### src/rtl/gpio_pkg.sv
package gpio_pkg;
  localparam int ADDR_W = 8;

  localparam logic [ADDR_W-1:0] OFS_OUT    = 8'h00;
  localparam logic [ADDR_W-1:0] OFS_IN     = 8'h04;
  localparam logic [ADDR_W-1:0] OFS_DIR    = 8'h08;
  localparam logic [ADDR_W-1:0] OFS_SENSE  = 8'h18;
  localparam logic [ADDR_W-1:0] OFS_DUAL   = 8'h1C;
  localparam logic [ADDR_W-1:0] OFS_CAP    = 8'h20;
  localparam logic [ADDR_W-1:0] OFS_MODE   = 8'h2C;
  localparam logic [ADDR_W-1:0] OFS_ENSET  = 8'h30;
  localparam logic [ADDR_W-1:0] OFS_ENCLR  = 8'h34;
  localparam logic [ADDR_W-1:0] OFS_OUTSET = 8'h40;
  localparam logic [ADDR_W-1:0] OFS_OUTCLR = 8'h44;
  localparam logic [ADDR_W-1:0] OFS_DIRSET = 8'h48;
  localparam logic [ADDR_W-1:0] OFS_DIRCLR = 8'h4C;

  typedef enum logic [3:0] {
    RD_NONE, RD_OUT, RD_IN, RD_DIR, RD_SENSE, RD_DUAL, RD_CAP, RD_MODE, RD_EN
  } rdSel_e;

  typedef struct packed {
    logic loadOut;
    logic setOut;
    logic clrOut;
    logic loadDir;
    logic setDir;
    logic clrDir;
    logic loadSense;
    logic loadDual;
    logic loadMode;
    logic clrCap;
    logic setEn;
    logic clrEn;
  } regStrobe_t;
endpackage

### src/rtl/gpio_ctrl.sv
module gpio_ctrl
  import gpio_pkg::*;
(
  input  logic              wrEn,
  input  logic [ADDR_W-1:0] addr,
  output regStrobe_t        strb,
  output rdSel_e            rdSel
);
  always_comb begin
    strb  = '0;
    rdSel = RD_NONE;
    case (addr)
      OFS_OUT:    begin rdSel = RD_OUT;   strb.loadOut   = wrEn; end
      OFS_IN:     begin rdSel = RD_IN; end
      OFS_DIR:    begin rdSel = RD_DIR;   strb.loadDir   = wrEn; end
      OFS_SENSE:  begin rdSel = RD_SENSE; strb.loadSense = wrEn; end
      OFS_DUAL:   begin rdSel = RD_DUAL;  strb.loadDual  = wrEn; end
      OFS_CAP:    begin rdSel = RD_CAP;   strb.clrCap    = wrEn; end
      OFS_MODE:   begin rdSel = RD_MODE;  strb.loadMode  = wrEn; end
      OFS_ENSET:  begin rdSel = RD_EN;    strb.setEn     = wrEn; end
      OFS_ENCLR:  begin rdSel = RD_EN;    strb.clrEn     = wrEn; end
      OFS_OUTSET: strb.setOut = wrEn;
      OFS_OUTCLR: strb.clrOut = wrEn;
      OFS_DIRSET: strb.setDir = wrEn;
      OFS_DIRCLR: strb.clrDir = wrEn;
      default:    rdSel = RD_NONE;
    endcase
  end
endmodule

### src/rtl/gpio_pin_detect.sv
module gpio_pin_detect (
  input  logic curLvl,
  input  logic prevLvl,
  input  logic levelMode,
  input  logic negSense,
  input  logic dualEdge,
  output logic evt
);
  logic rise;
  logic fall;
  logic edgeHit;
  logic levelHit;

  assign rise     = curLvl & ~prevLvl;
  assign fall     = ~curLvl & prevLvl;
  assign edgeHit  = dualEdge ? (rise | fall) : (negSense ? fall : rise);
  assign levelHit = negSense ? ~curLvl : curLvl;
  assign evt      = levelMode ? levelHit : edgeHit;
endmodule

### src/rtl/gpio_datapath.sv
module gpio_datapath
  import gpio_pkg::*;
#(
  parameter int NUM_PINS    = 32,
  parameter int SYNC_STAGES = 2
) (
  input  logic                clk,
  input  logic                rstN,
  input  regStrobe_t          strb,
  input  rdSel_e              rdSel,
  input  logic [NUM_PINS-1:0] wrData,
  input  logic [NUM_PINS-1:0] padIn,
  output logic [NUM_PINS-1:0] rdData,
  output logic [NUM_PINS-1:0] outReg,
  output logic [NUM_PINS-1:0] dirReg,
  output logic [NUM_PINS-1:0] capReg,
  output logic [NUM_PINS-1:0] enReg,
  output logic [NUM_PINS-1:0] inSync
);
  localparam int LAST_STAGE = SYNC_STAGES - 1;

  logic [NUM_PINS-1:0] syncChain [SYNC_STAGES];
  logic [NUM_PINS-1:0] prevSync;
  logic [NUM_PINS-1:0] senseReg;
  logic [NUM_PINS-1:0] dualReg;
  logic [NUM_PINS-1:0] modeReg;
  logic [NUM_PINS-1:0] evtVec;
  logic [NUM_PINS-1:0] capClrMask;

  assign inSync = syncChain[LAST_STAGE];

  always_ff @(posedge clk or negedge rstN) begin
    if (!rstN) begin
      for (int i = 0; i < SYNC_STAGES; i++) syncChain[i] <= '0;
      prevSync <= '0;
    end else begin
      syncChain[0] <= padIn;
      for (int i = 1; i < SYNC_STAGES; i++) syncChain[i] <= syncChain[i-1];
      prevSync <= syncChain[LAST_STAGE];
    end
  end

  always_ff @(posedge clk or negedge rstN) begin
    if (!rstN) begin
      outReg   <= '0;
      dirReg   <= '0;
      senseReg <= '1;
      dualReg  <= '0;
      modeReg  <= '0;
      enReg    <= '0;
    end else begin
      if (strb.loadOut)      outReg <= wrData;
      else if (strb.setOut)  outReg <= outReg | wrData;
      else if (strb.clrOut)  outReg <= outReg & ~wrData;

      if (strb.loadDir)      dirReg <= wrData;
      else if (strb.setDir)  dirReg <= dirReg | wrData;
      else if (strb.clrDir)  dirReg <= dirReg & ~wrData;

      if (strb.loadSense) senseReg <= wrData;
      if (strb.loadDual)  dualReg  <= wrData;
      if (strb.loadMode)  modeReg  <= wrData;

      if (strb.setEn)       enReg <= enReg | wrData;
      else if (strb.clrEn)  enReg <= enReg & ~wrData;
    end
  end

  for (genvar g = 0; g < NUM_PINS; g++) begin : gen_pin
    gpio_pin_detect u_det (
      .curLvl   (inSync[g]),
      .prevLvl  (prevSync[g]),
      .levelMode(modeReg[g]),
      .negSense (senseReg[g]),
      .dualEdge (dualReg[g]),
      .evt      (evtVec[g])
    );
  end

  assign capClrMask = strb.clrCap ? wrData : '0;

  always_ff @(posedge clk or negedge rstN) begin
    if (!rstN) capReg <= '0;
    else       capReg <= (capReg & ~capClrMask) | evtVec;
  end

  always_comb begin
    case (rdSel)
      RD_OUT:   rdData = outReg;
      RD_IN:    rdData = inSync;
      RD_DIR:   rdData = dirReg;
      RD_SENSE: rdData = senseReg;
      RD_DUAL:  rdData = dualReg;
      RD_CAP:   rdData = capReg;
      RD_MODE:  rdData = modeReg;
      RD_EN:    rdData = enReg;
      default:  rdData = '0;
    endcase
  end
endmodule

### src/rtl/gpio_port_irq.sv
module gpio_port_irq
  import gpio_pkg::*;
#(
  parameter int NUM_PINS    = 32,
  parameter int SYNC_STAGES = 2
) (
  input  logic                clk,
  input  logic                rstN,
  input  logic                wrEn,
  input  logic [ADDR_W-1:0]   addr,
  input  logic [NUM_PINS-1:0] wrData,
  output logic [NUM_PINS-1:0] rdData,
  input  logic [NUM_PINS-1:0] padIn,
  output logic [NUM_PINS-1:0] padOut,
  output logic [NUM_PINS-1:0] padOe,
  output logic                irqOut
);
  regStrobe_t          strb;
  rdSel_e              rdSel;
  logic [NUM_PINS-1:0] capMask;
  logic [NUM_PINS-1:0] enMask;
  logic [NUM_PINS-1:0] inData;

  gpio_ctrl u_ctrl (
    .wrEn (wrEn),
    .addr (addr),
    .strb (strb),
    .rdSel(rdSel)
  );

  gpio_datapath #(.NUM_PINS(NUM_PINS), .SYNC_STAGES(SYNC_STAGES)) u_dp (
    .clk   (clk),
    .rstN  (rstN),
    .strb  (strb),
    .rdSel (rdSel),
    .wrData(wrData),
    .padIn (padIn),
    .rdData(rdData),
    .outReg(padOut),
    .dirReg(padOe),
    .capReg(capMask),
    .enReg (enMask),
    .inSync(inData)
  );

  assign irqOut = |(capMask & enMask);
endmodule

### config.mk
export PLATFORM = sky130hd
export DESIGN_NAME = gpio_port_irq
export DESIGN_NICKNAME = d
export VERILOG_FILES = /design/src/rtl/gpio_pkg.sv /design/src/rtl/gpio_ctrl.sv /design/src/rtl/gpio_pin_detect.sv /design/src/rtl/gpio_datapath.sv /design/src/rtl/gpio_port_irq.sv
export SDC_FILE = /design/constraint.sdc
export NUM_CORES = 1
export LEC_CHECK = 0
export BUFFER_PORTS_ARGS = -buffer_cell sky130_fd_sc_hd__buf_2
export CAP_MARGIN = 15
export CORE_ASPECT_RATIO = 2
export CORE_MARGIN = 5
export CORE_UTILIZATION = 40
export CTS_CLUSTER_DIAMETER = 200
export DETAILED_ROUTE_END_ITERATION = 6
export PLACE_DENSITY = 0.65
export SKIP_LAST_GASP = 1
export SYNTH_ARGS = -nofsm -noshare
export SYNTH_HDL_FRONTEND = slang
export SYNTH_SLANG_ARGS = --single-unit
### constraint.sdc
create_clock -name clk -period 3.3 [get_ports clk]
set_clock_uncertainty 0.05 [all_clocks]
set_input_delay 0.99 -clock clk [delete_from_list [all_inputs] [get_ports clk]]
set_output_delay 0.99 -clock clk [all_outputs]
set_load 0.02 [all_outputs]
### Yosys cells after proc, flatten, opt, wreduce, memory -nomap -nowiden

Index checks and enable logic that the tools add are counted.

| word-level totals | value |
|---|---|
| register bits after elaboration | 320 |
| bits in latches | 0 |
| RAM bits | 0 |
| bits in read-only memories | 0 |
| output and inout bits | 97 |
| memories | 0 |

| operators by class | value |
|---|---|
| add/sub/neg operators | 0 |
| $mul | 0 |
| divide/modulo/power cells | 0 |
| magnitude comparators | 0 |
| equal/unequal tests | 20 |
| shift operators | 0 |
| mux-type cells | 151 |
| bitwise operators | 171 |
| reductions and logical operators | 6 |

Operators by type and width:

| operator | number |
|---|---|
| $mux 32 | 9 |
| $pmux 32 s8 | 1 |
| $and 32x32->32 | 5 |
| $mux 1 | 140 |
| $or 32x32->32 | 4 |
| $and 1x1->1 | 64 |
| $not 1->1 | 64 |
| $not 32->32 | 2 |
| $eq 8x6->1 const B | 4 |
| $eq 8x7->1 const B | 4 |
| $or 1x1->1 | 32 |
| $pmux 4 s8 | 1 |
| $reduce_or 32->1 | 1 |
| $eq 4x3->1 const B | 4 |
| $eq 8x5->1 const B | 2 |
| $eq 4x2->1 const B | 2 |
| $eq 8x3->1 const B | 1 |
| $eq 8x4->1 const B | 1 |
| $logic_not 8->1 | 1 |
| $reduce_bool 3->1 | 2 |
| $eq 4x1->1 const B | 1 |
| $eq 4x4->1 const B | 1 |
| $reduce_bool 2->1 | 1 |
| $reduce_or 2->1 | 1 |

### Depth between registers and ports, before layout

Gate-level depths: netlist of the first run.

| depth | value |
|---|---|
| depth after elaboration | 6 |
| depth in mapped cells | 8 |
| mapped depth without buffers | 6 |

### Hierarchy

From an unflattened synthesis of the first run, not the netlist that was laid out.

| unflattened totals | value |
|---|---|
| cells, all modules | 1430 |
| area, all modules | 16082.9 µm² |

Modules (own cells, without submodules):

| module | times used | cells an instance | area an instance (µm²) | sequential area each (µm²) |
|---|---|---|---|---|
| gpio_datapath | 1 | 1047 | 13409.1 | 8047.7 |
| gpio_pin_detect | 32 | 10 | 70.1 | 0.0 |
| gpio_ctrl | 1 | 42 | 274.0 | 0.0 |
| gpio_port_irq | 1 | 21 | 157.7 | 0.0 |

### Worst setup path after synthesis of the first run

Ideal clock, no wire load.

| timing | value |
|---|---|
| path type | input port to output port |
| start | input port addr[2] |
| end | output port rdData[0] |
| arrival time | 2.411 ns |
| slack | -0.151 ns |
| stages on the path | 6 |
| cell sequence | nor4b_1 > nor2b_1 > clkbuf_1 > clkbuf_1 > a22oi_1 > o211ai_1 |

| between the ends | value |
|---|---|
| cells in the longest elaborated chain, start to end | 5 |

Ends and longest elaborated chain:

| what | line | RTL |
|---|---|---|
| start: declaration | gpio_port_irq.sv:10 | `input logic [ADDR_W-1:0] addr,` |
| $eq 8x6->1 | gpio_ctrl.sv:12 | `case (addr)` |
| $reduce_or 2->1 (no line) | -- |  |
| $pmux 4 s8 * | gpio_ctrl.sv:12 |  |
| $eq 4x4->1, or another cell as far along | gpio_datapath.sv:88 | `case (rdSel)` |
| $pmux 32 s8 * | gpio_datapath.sv:88 |  |
| end: declaration | gpio_port_irq.sv:12 | `output logic [NUM_PINS-1:0] rdData,` |

Mark *: on every way between the ends. The rest lies on a longest branch, timed or not.

### Worst setup path after layout of the first run

| timing | value |
|---|---|
| start | input port addr[4] |
| end | output port rdData[9] |

The elaborated chain is that of the path after synthesis.

==> flow_metrics.env, run 1 <==
export IMPL_critical_path_endpoint_type="output pin"
export IMPL_async_reset_ff_frac=1.00
export IMPL_overall_power_w=0.00858
export IMPL_cts_tree="yes"
export IMPL_power_density_over_the_cells_mw_per_mm2=435
export IMPL_fmax_ghz=0.286
export IMPL_yosys_area_top_type="dfrtp_1"
export IMPL_dp_worst_setup_slack_ns=-0.275
export IMPL_synth_net_count=1540
export IMPL_grt_setup_unrepaired="true"
export IMPL_grt_pass1_vias=13100
export IMPL_timing_slew_headroom=0.624
export IMPL_stdcell_count=2152
export IMPL_final_count_of_negative_setup_slack_endpoints=32
export IMPL_detail_route_vias_per_cell=5.91
export IMPL_grt_antenna_before_repair=2
export IMPL_detail_route_antenna_nets=0
export IMPL_design_die_area_sq_mm=0.0442
export IMPL_gp_congestion=0.852
export IMPL_count_of_warnings_emitted_by_yosys=0
export IMPL_status="finished with violations"
export IMPL_reg_clk_slew_reported_paths_ns=0.06
export IMPL_number_of_design_rule_violations_left_by_the_first_detailed_router_iteration=979
export IMPL_post_synth_top_count_cell="dfrtp_1"
export IMPL_clk_insertion_delay_late_ns=0.58
export IMPL_timing_critical_path_from_type="input pin"
export IMPL_worst_hold_path_type="input pin to async pin"
export IMPL_htreeDepth=1
export IMPL_timing_rr_end="u_dp.capReg[24]"
export IMPL_finish_utilization=0.499
export IMPL_grt_first_pass_wirelength_um=78300
export IMPL_fp_row_count=103
export IMPL_worst_r2r_path_depth=5
export IMPL_totalWireLength_um=52200
export IMPL_synth_area_per_cell_sq_um=11.4
export IMPL_period_minus_slack_ns=3.50
export IMPL_grt_ovfl_total=0
export IMPL_netlist_top_cells_area="dfrtp_1 (45%), mux2_2 (6.7%), dfstp_2 (5.3%)"
export IMPL_vdd_drop_max_v=0.000433
export IMPL_dominantRegCellSynth="dfrtp_1"
export IMPL_postSynthRegisterBits=320
export IMPL_multi_input_comb_area_sq_mm=0.00739
export IMPL_synth_edff_count=0
export IMPL_timing_critical_path_fanout_max=5
export IMPL_hold_viol_final=0
export IMPL_cp_arrival_ns=2.46
export IMPL_regToRegSetupSlack_ns=1.72
export IMPL_fp_dieW_um=151
export IMPL_crit_required_ns=2.26
export IMPL_post_dp_hpwl_um=36200
export IMPL_grt_start_max_net_pins=64
export IMPL_clock_tree_root_cell="clkbuf_16"
export IMPL_final_max_slew_viol_count=0
export IMPL_drc_errors=0
export IMPL_worst_slack_ns=-0.195
export IMPL_cts_buffers=30
export IMPL_dpl_cell_count=2068
export IMPL_design_core_area_sq_mm=0.0394
export IMPL_nFillCells=3555
export IMPL_post_synth_top_area_fraction=0.452
export IMPL_drive_above_1_share=0.324
export IMPL_hold_buffers=0
export IMPL_areaGrowthSynthToFinish_pct=23.4
export IMPL_cap_violations=0
export IMPL_violated_checks="setup timing"
export IMPL_post_synth_most_frequent_cells="dfrtp_1 (288), nand2_1 (98), a211oi_1 (95), mux2_2 (95), a22oi_1 (77)"
export IMPL_syn_cell_area_sq_mm=0.0160
export IMPL_route_vias_total=12700
export IMPL_buffer_ports_inserted=171
export IMPL_ioPinCount=172
export IMPL_die_y_um=292
export IMPL_floorplan_initialDensity=0.405
export IMPL_worst_r2r_startpoint="u_dp.inSync[24]"
export IMPL_synth_cell_types=44
export IMPL_design_final_nets=1743
export IMPL_wl_per_cell_um=24.2
export IMPL_timing_worst_setup_path_type="input pin to output pin"
export IMPL_clockBufferDepth=3
export IMPL_area_sequential_sq_mm=0.00805
export IMPL_clock_sink_count=320
export IMPL_synthCells=1401
export IMPL_worstMarginPinSlew_ns=0.564
export IMPL_grtUsageTotal=0.230
export IMPL_final_min_period_over_clock_period=1.06
export IMPL_yosysSeqAreaShare=0.504
export IMPL_power_static_leakage_nw=8.57
export IMPL_drt_first_pass_iters=5
==> worst max-delay path by stage <==
stage / from / endpoint / cells past startpoint
2_1_floorplan: addr[4] / rdData[12] / 6
3_3_place_gp: addr[2] / rdData[11] / 7
3_5_place_dp: addr[1] / rdData[11] / 7
4_1_cts: addr[7] / rdData[11] / 9
5_1_grt: addr[4] / rdData[9] / 9
6_report: addr[4] / rdData[9] / 9
==> placed cells by master, fill, tap and decap left out, drive strengths merged, types with 2 or more instances in the layout <==
master and instances:
buf 289, dfrtp 288, mux2 127, nand2 98
a211oi 95, a22oi 77, inv 65, a221o 64
ha 64, clkbuf 47, nor2 38, nand4 37
o21ai 37, a21oi 34, nor2b 34, nor3b 33
mux2i 32, xor2 32, dfstp 32, o211ai 30
o2bb2ai 27, nor3 9, clkinv 5, nand3 4
and4b 3, bufinv 3, diode 2, a31oi 2
a22o 2, and2 2, nor4b 2, and4 2
or3 2, or4 2
==> kinds of logic (layout without fill, tap and decap cells) <==
kind of cell,after synthesis,in the layout,synth area share
flip-flops,320,320,0.504
other,0,2,0
AND/OR/NAND/NOR,270,270,0.0898
adder cells (fa/ha/maj),64,64,0.0502
XOR/XNOR,32,32,0.0176
multiplexers,159,159,0.110
AO/OA/AOI/OAI,370,370,0.175
buffers and inverters,186,410,0.0532
==> through the flow <==
step                instance area (sq um)  setup TNS, ns  hold slack (ns)
floorplan                           16000              0            0.281
global placement                    17900          -7.41            0.282
detailed placement                  17900          -6.85            0.286
CTS                                 19400          -3.80            0.299
global route                        19700          -5.06            0.301
finish                              19700          -3.34            0.277
==> repair_timing <==
| item | in CTS | in global routing |
|---|---|---|
| cloned | 3 | 2 |
| gates resized for setup | 90 | 31 |
| endpoints found under the setup margin | 33 | 33 |
| pin swaps | 30 | 30 |
| setup buffers | 9 | 17 |
==> worst max-delay path, stage by stage <==
cell	delay (ns)
buf_6	0.10
nor3b_4	0.15
and4b_2	0.24
buf_6	0.15
buf_12	0.14
buf_6	0.11
a22oi_1	0.21
o211ai_1	0.16
buf_4	0.19
==> per-layer routing <==
| metal | part of all wire | global-route usage |
|---|---|---|
| met5 | 0.00025 | 0 |
| met4 | 0.054 | 0.113 |
| met3 | 0.057 | 0.0334 |
| met2 | 0.51 | 0.393 |
| met1 | 0.37 | 0.280 |
==> power by group <==
part | switching, W | internal [W] | total (W)
sequential | 0.000163 | 0.00408 | 0.00424
clock | 0.00152 | 0.00200 | 0.00352
combinational | 0.000465 | 0.000353 | 0.000819
total | 0.00215 | 0.00643 | 0.00858
==> cell type report <==
cell class / instances / area share
flip-flops and latches: 320 / 0.409
well taps: 525 / 0.0334
inverters: 66 / 0.0126
clock inverters: 8 / 0.00597
clock buffers: 45 / 0.0431
diodes: 2 / 0.000254
multi-input cells: 895 / 0.375
repair buffers: 291 / 0.121
No activity file was read; power rests on OpenSTA's default activity.
==> run 2: changes to the inputs <==
- CAP_MARGIN: 15 -> not set
- PLACE_DENSITY: 0.65 -> 0.67
- SLEW_MARGIN: not set -> 15
- clock period: 3.3 -> 3.18 ns (I/O delays scaled with it)
==> run 2 against run 1 <==
Effect of this change:
- the run still ends with setup timing left
- critical path depth fell by 1
- register-to-register slack worse by 0.23 ns
- cell area increased by 1.5%
- total power grew 7.5%
- clock power grew 12%
- global-route usage rose by 0.76 points
- first-iteration DRC count is 9.6% lower
- highest routed layer unchanged
==> flow_metrics.env, run 2 (synthesis results as in run 1) <==
export IMPL_status="finished with violations"
export IMPL_violated_checks="setup timing"
export IMPL_number_of_design_rule_violations_left_by_the_first_detailed_router_iteration=885
export IMPL_regToRegSetupSlack_ns=1.49
export IMPL_share_seq_of_total_power=0.477
export IMPL_grt_antenna_before_repair=2
export IMPL_timing_critical_path_fanout_max=7
export IMPL_power_combinational_fraction=0.095
export IMPL_design_core_area_sq_mm=0.0394
export IMPL_final_count_of_negative_setup_slack_endpoints=33
export IMPL_route_vias_total=12800
export IMPL_power_static_leakage_nw=8.72
export IMPL_grt_first_pass_wirelength_um=80800
export IMPL_critical_path_launch_point="addr[0]"
export IMPL_critical_path_endpoint_type="output pin"
export IMPL_timing_critical_path_from_type="input pin"
export IMPL_buffer_ports_inserted=171
export IMPL_final_max_slew_viol_count=0
export IMPL_nFillCells=3528
export IMPL_reg_clk_slew_reported_paths_ns=0.07
export IMPL_worstMarginPinSlew_ns=0.518
export IMPL_power_density_over_the_cells_mw_per_mm2=461
export IMPL_design_die_area_sq_mm=0.0442
export IMPL_hold_buffers=0
export IMPL_highest_signal_layer="met5"
export IMPL_cp_arrival_ns=2.44
export IMPL_clock_sink_count=320
export IMPL_routed_wl_met2_um=27300
export IMPL_wl_per_cell_um=24.4
export IMPL_design_final_nets=1751
export IMPL_drt_first_pass_iters=5
export IMPL_gp_congestion=0.897
export IMPL_leading_cell_types_in_the_layout_fill_and_taps_excluded="dfrtp_1 (287), buf_2 (130), buf_4 (107)"
export IMPL_wl_met3_um=2810
export IMPL_timing_worst_setup_path_type="input pin to output pin"
export IMPL_fin_tns_setup_ns=-6.25
export IMPL_cap_violations=0
export IMPL_period_minus_slack_ns=3.45
export IMPL_cts_tree="yes"
export IMPL_timing_slew_headroom=0.654
export IMPL_fp_dieW_um=151
export IMPL_grt_ovfl_total=0
export IMPL_timing_rr_end="u_dp.capReg[8]"
export IMPL_grt_start_max_net_pins=66
export IMPL_grt_pass1_vias=13600
export IMPL_post_dp_hpwl_um=36900
export IMPL_fmax_ghz=0.290
export IMPL_layout_commonest_cell="dfrtp_1"
export IMPL_fp_row_count=103
export IMPL_drt_met1_wl_um=19200
export IMPL_p_int_w=0.00691
export IMPL_detail_route_antenna_nets=0
export IMPL_pwr_share_clk=0.428
export IMPL_final_min_period_over_clock_period=1.08
export IMPL_ioPinCount=172
export IMPL_clk_insertion_delay_late_ns=0.58
export IMPL_dp_worst_setup_slack_ns=-0.448
export IMPL_die_y_um=292
export IMPL_detail_route_vias_per_cell=5.91
export IMPL_htreeDepth=1
export IMPL_areaGrowthSynthToFinish_pct=25.3
export IMPL_floorplan_initialDensity=0.405
export IMPL_drc_errors=0
export IMPL_worst_hold_path_type="input pin to async pin"
export IMPL_worst_r2r_startpoint="u_dp.inSync[8]"
export IMPL_vdd_drop_max_v=0.000404
export IMPL_drive_above_1_share=0.333
export IMPL_grt_setup_unrepaired="true"
export IMPL_crit_required_ns=2.18
export IMPL_cts_buffers=30
export IMPL_clockBufferDepth=3
export IMPL_grtUsageTotal=0.238
export IMPL_endpoint="rdData[18]"
export IMPL_worst_r2r_path_depth=5
export IMPL_clock_tree_root_cell="clkbuf_16"
export IMPL_netSwitchingFraction=0.251
export IMPL_totalWireLength_um=52800
export IMPL_hold_viol_final=0
export IMPL_worst_slack_ns=-0.265
export IMPL_p_switching_w=0.00231
run 2: cell types whose count changed in the layout (fill, tap and decap cells not counted), sizes merged:
cell | before | now
clkbuf | 47 | 39
bufbuf | 0 | 1
buf | 289 | 298
clkinv | 5 | 10
inv | 65 | 67
diode | 2 | 1
bufinv | 3 | 5
run 2: through the flow:
step / total power, W / std cells / util / hold WS, ns / area [sq um]
after floorplan: 0.00487 / 1401 / - / 0.281 / 16000
after global placement: 0.00523 / 2074 / 0.459 / 0.283 / 18100
after detailed placement: 0.00528 / 2074 / 0.459 / 0.285 / 18100
after CTS: 0.00929 / 2153 / 0.503 / 0.223 / 19900
after global routing: 0.00955 / 2162 / 0.507 / 0.247 / 20000
final: 0.00922 / 2162 / 0.507 / 0.228 / 20000
run 2: cell type report:
class	count	area, sq um	share of cell area
antenna	1	2.50	0.000125
clock buffer	39	846	0.0423
clock inverter	17	231	0.0116
inverter	66	249	0.0125
multi-input combinational	895	7390	0.370
sequential	320	8050	0.403
tap	525	657	0.0328
timing repair buffer	299	2570	0.128
run 2: worst min path at each step:
| stage | startpoint | cells after the start | end | slack (ns) |
|---|---|---|---|---|
| 6_report | rstN | 1 | u_dp.modeReg[4] | 0.23 |
| 5_1_grt | rstN | 1 | u_dp.modeReg[4] | 0.25 |
| 4_1_cts | rstN | 1 | u_dp.modeReg[4] | 0.22 |
| 3_5_place_dp | u_dp.syncChain[42] | 0 | u_dp.inSync[10] | 0.28 |
| 3_3_place_gp | u_dp.syncChain[51] | 0 | u_dp.inSync[19] | 0.28 |
| 2_1_floorplan | u_dp.syncChain[32] | 0 | u_dp.inSync[0] | 0.28 |
run 2: routing by layer:
metal / GRT usage / vias up
met5: 0 / -
met4: 0.144 / 2
met3: 0.0347 / 195
met2: 0.412 / 527
met1: 0.271 / 6420
li1: - / 5624
run 2: timing repair:
item,in CTS,in global routing
gates resized for setup,101,21
gates cloned,3,0
pin swaps,45,30
endpoints found under the setup margin,33,33
setup buffers,20,10
run 2: worst max-delay path, stage by stage:
cell	delay (ns)
buf_12	0.11
nor4b_4	0.28
nor2b_4	0.25
buf_12	0.16
buf_12	0.13
a22oi_2	0.07
o211ai_1	0.27
buf_4	0.20
run 2: power by group through the flow:
stage,Clock (W),Sequential (W),Combinational [W]
floorplan,0,0.00441,0.000461
global placement,0,0.00446,0.000774
detailed placement,0,0.00447,0.000809
CTS,0.00403,0.00440,0.000867
global route,0.00418,0.00442,0.000957
finish,0.00395,0.00440,0.000874
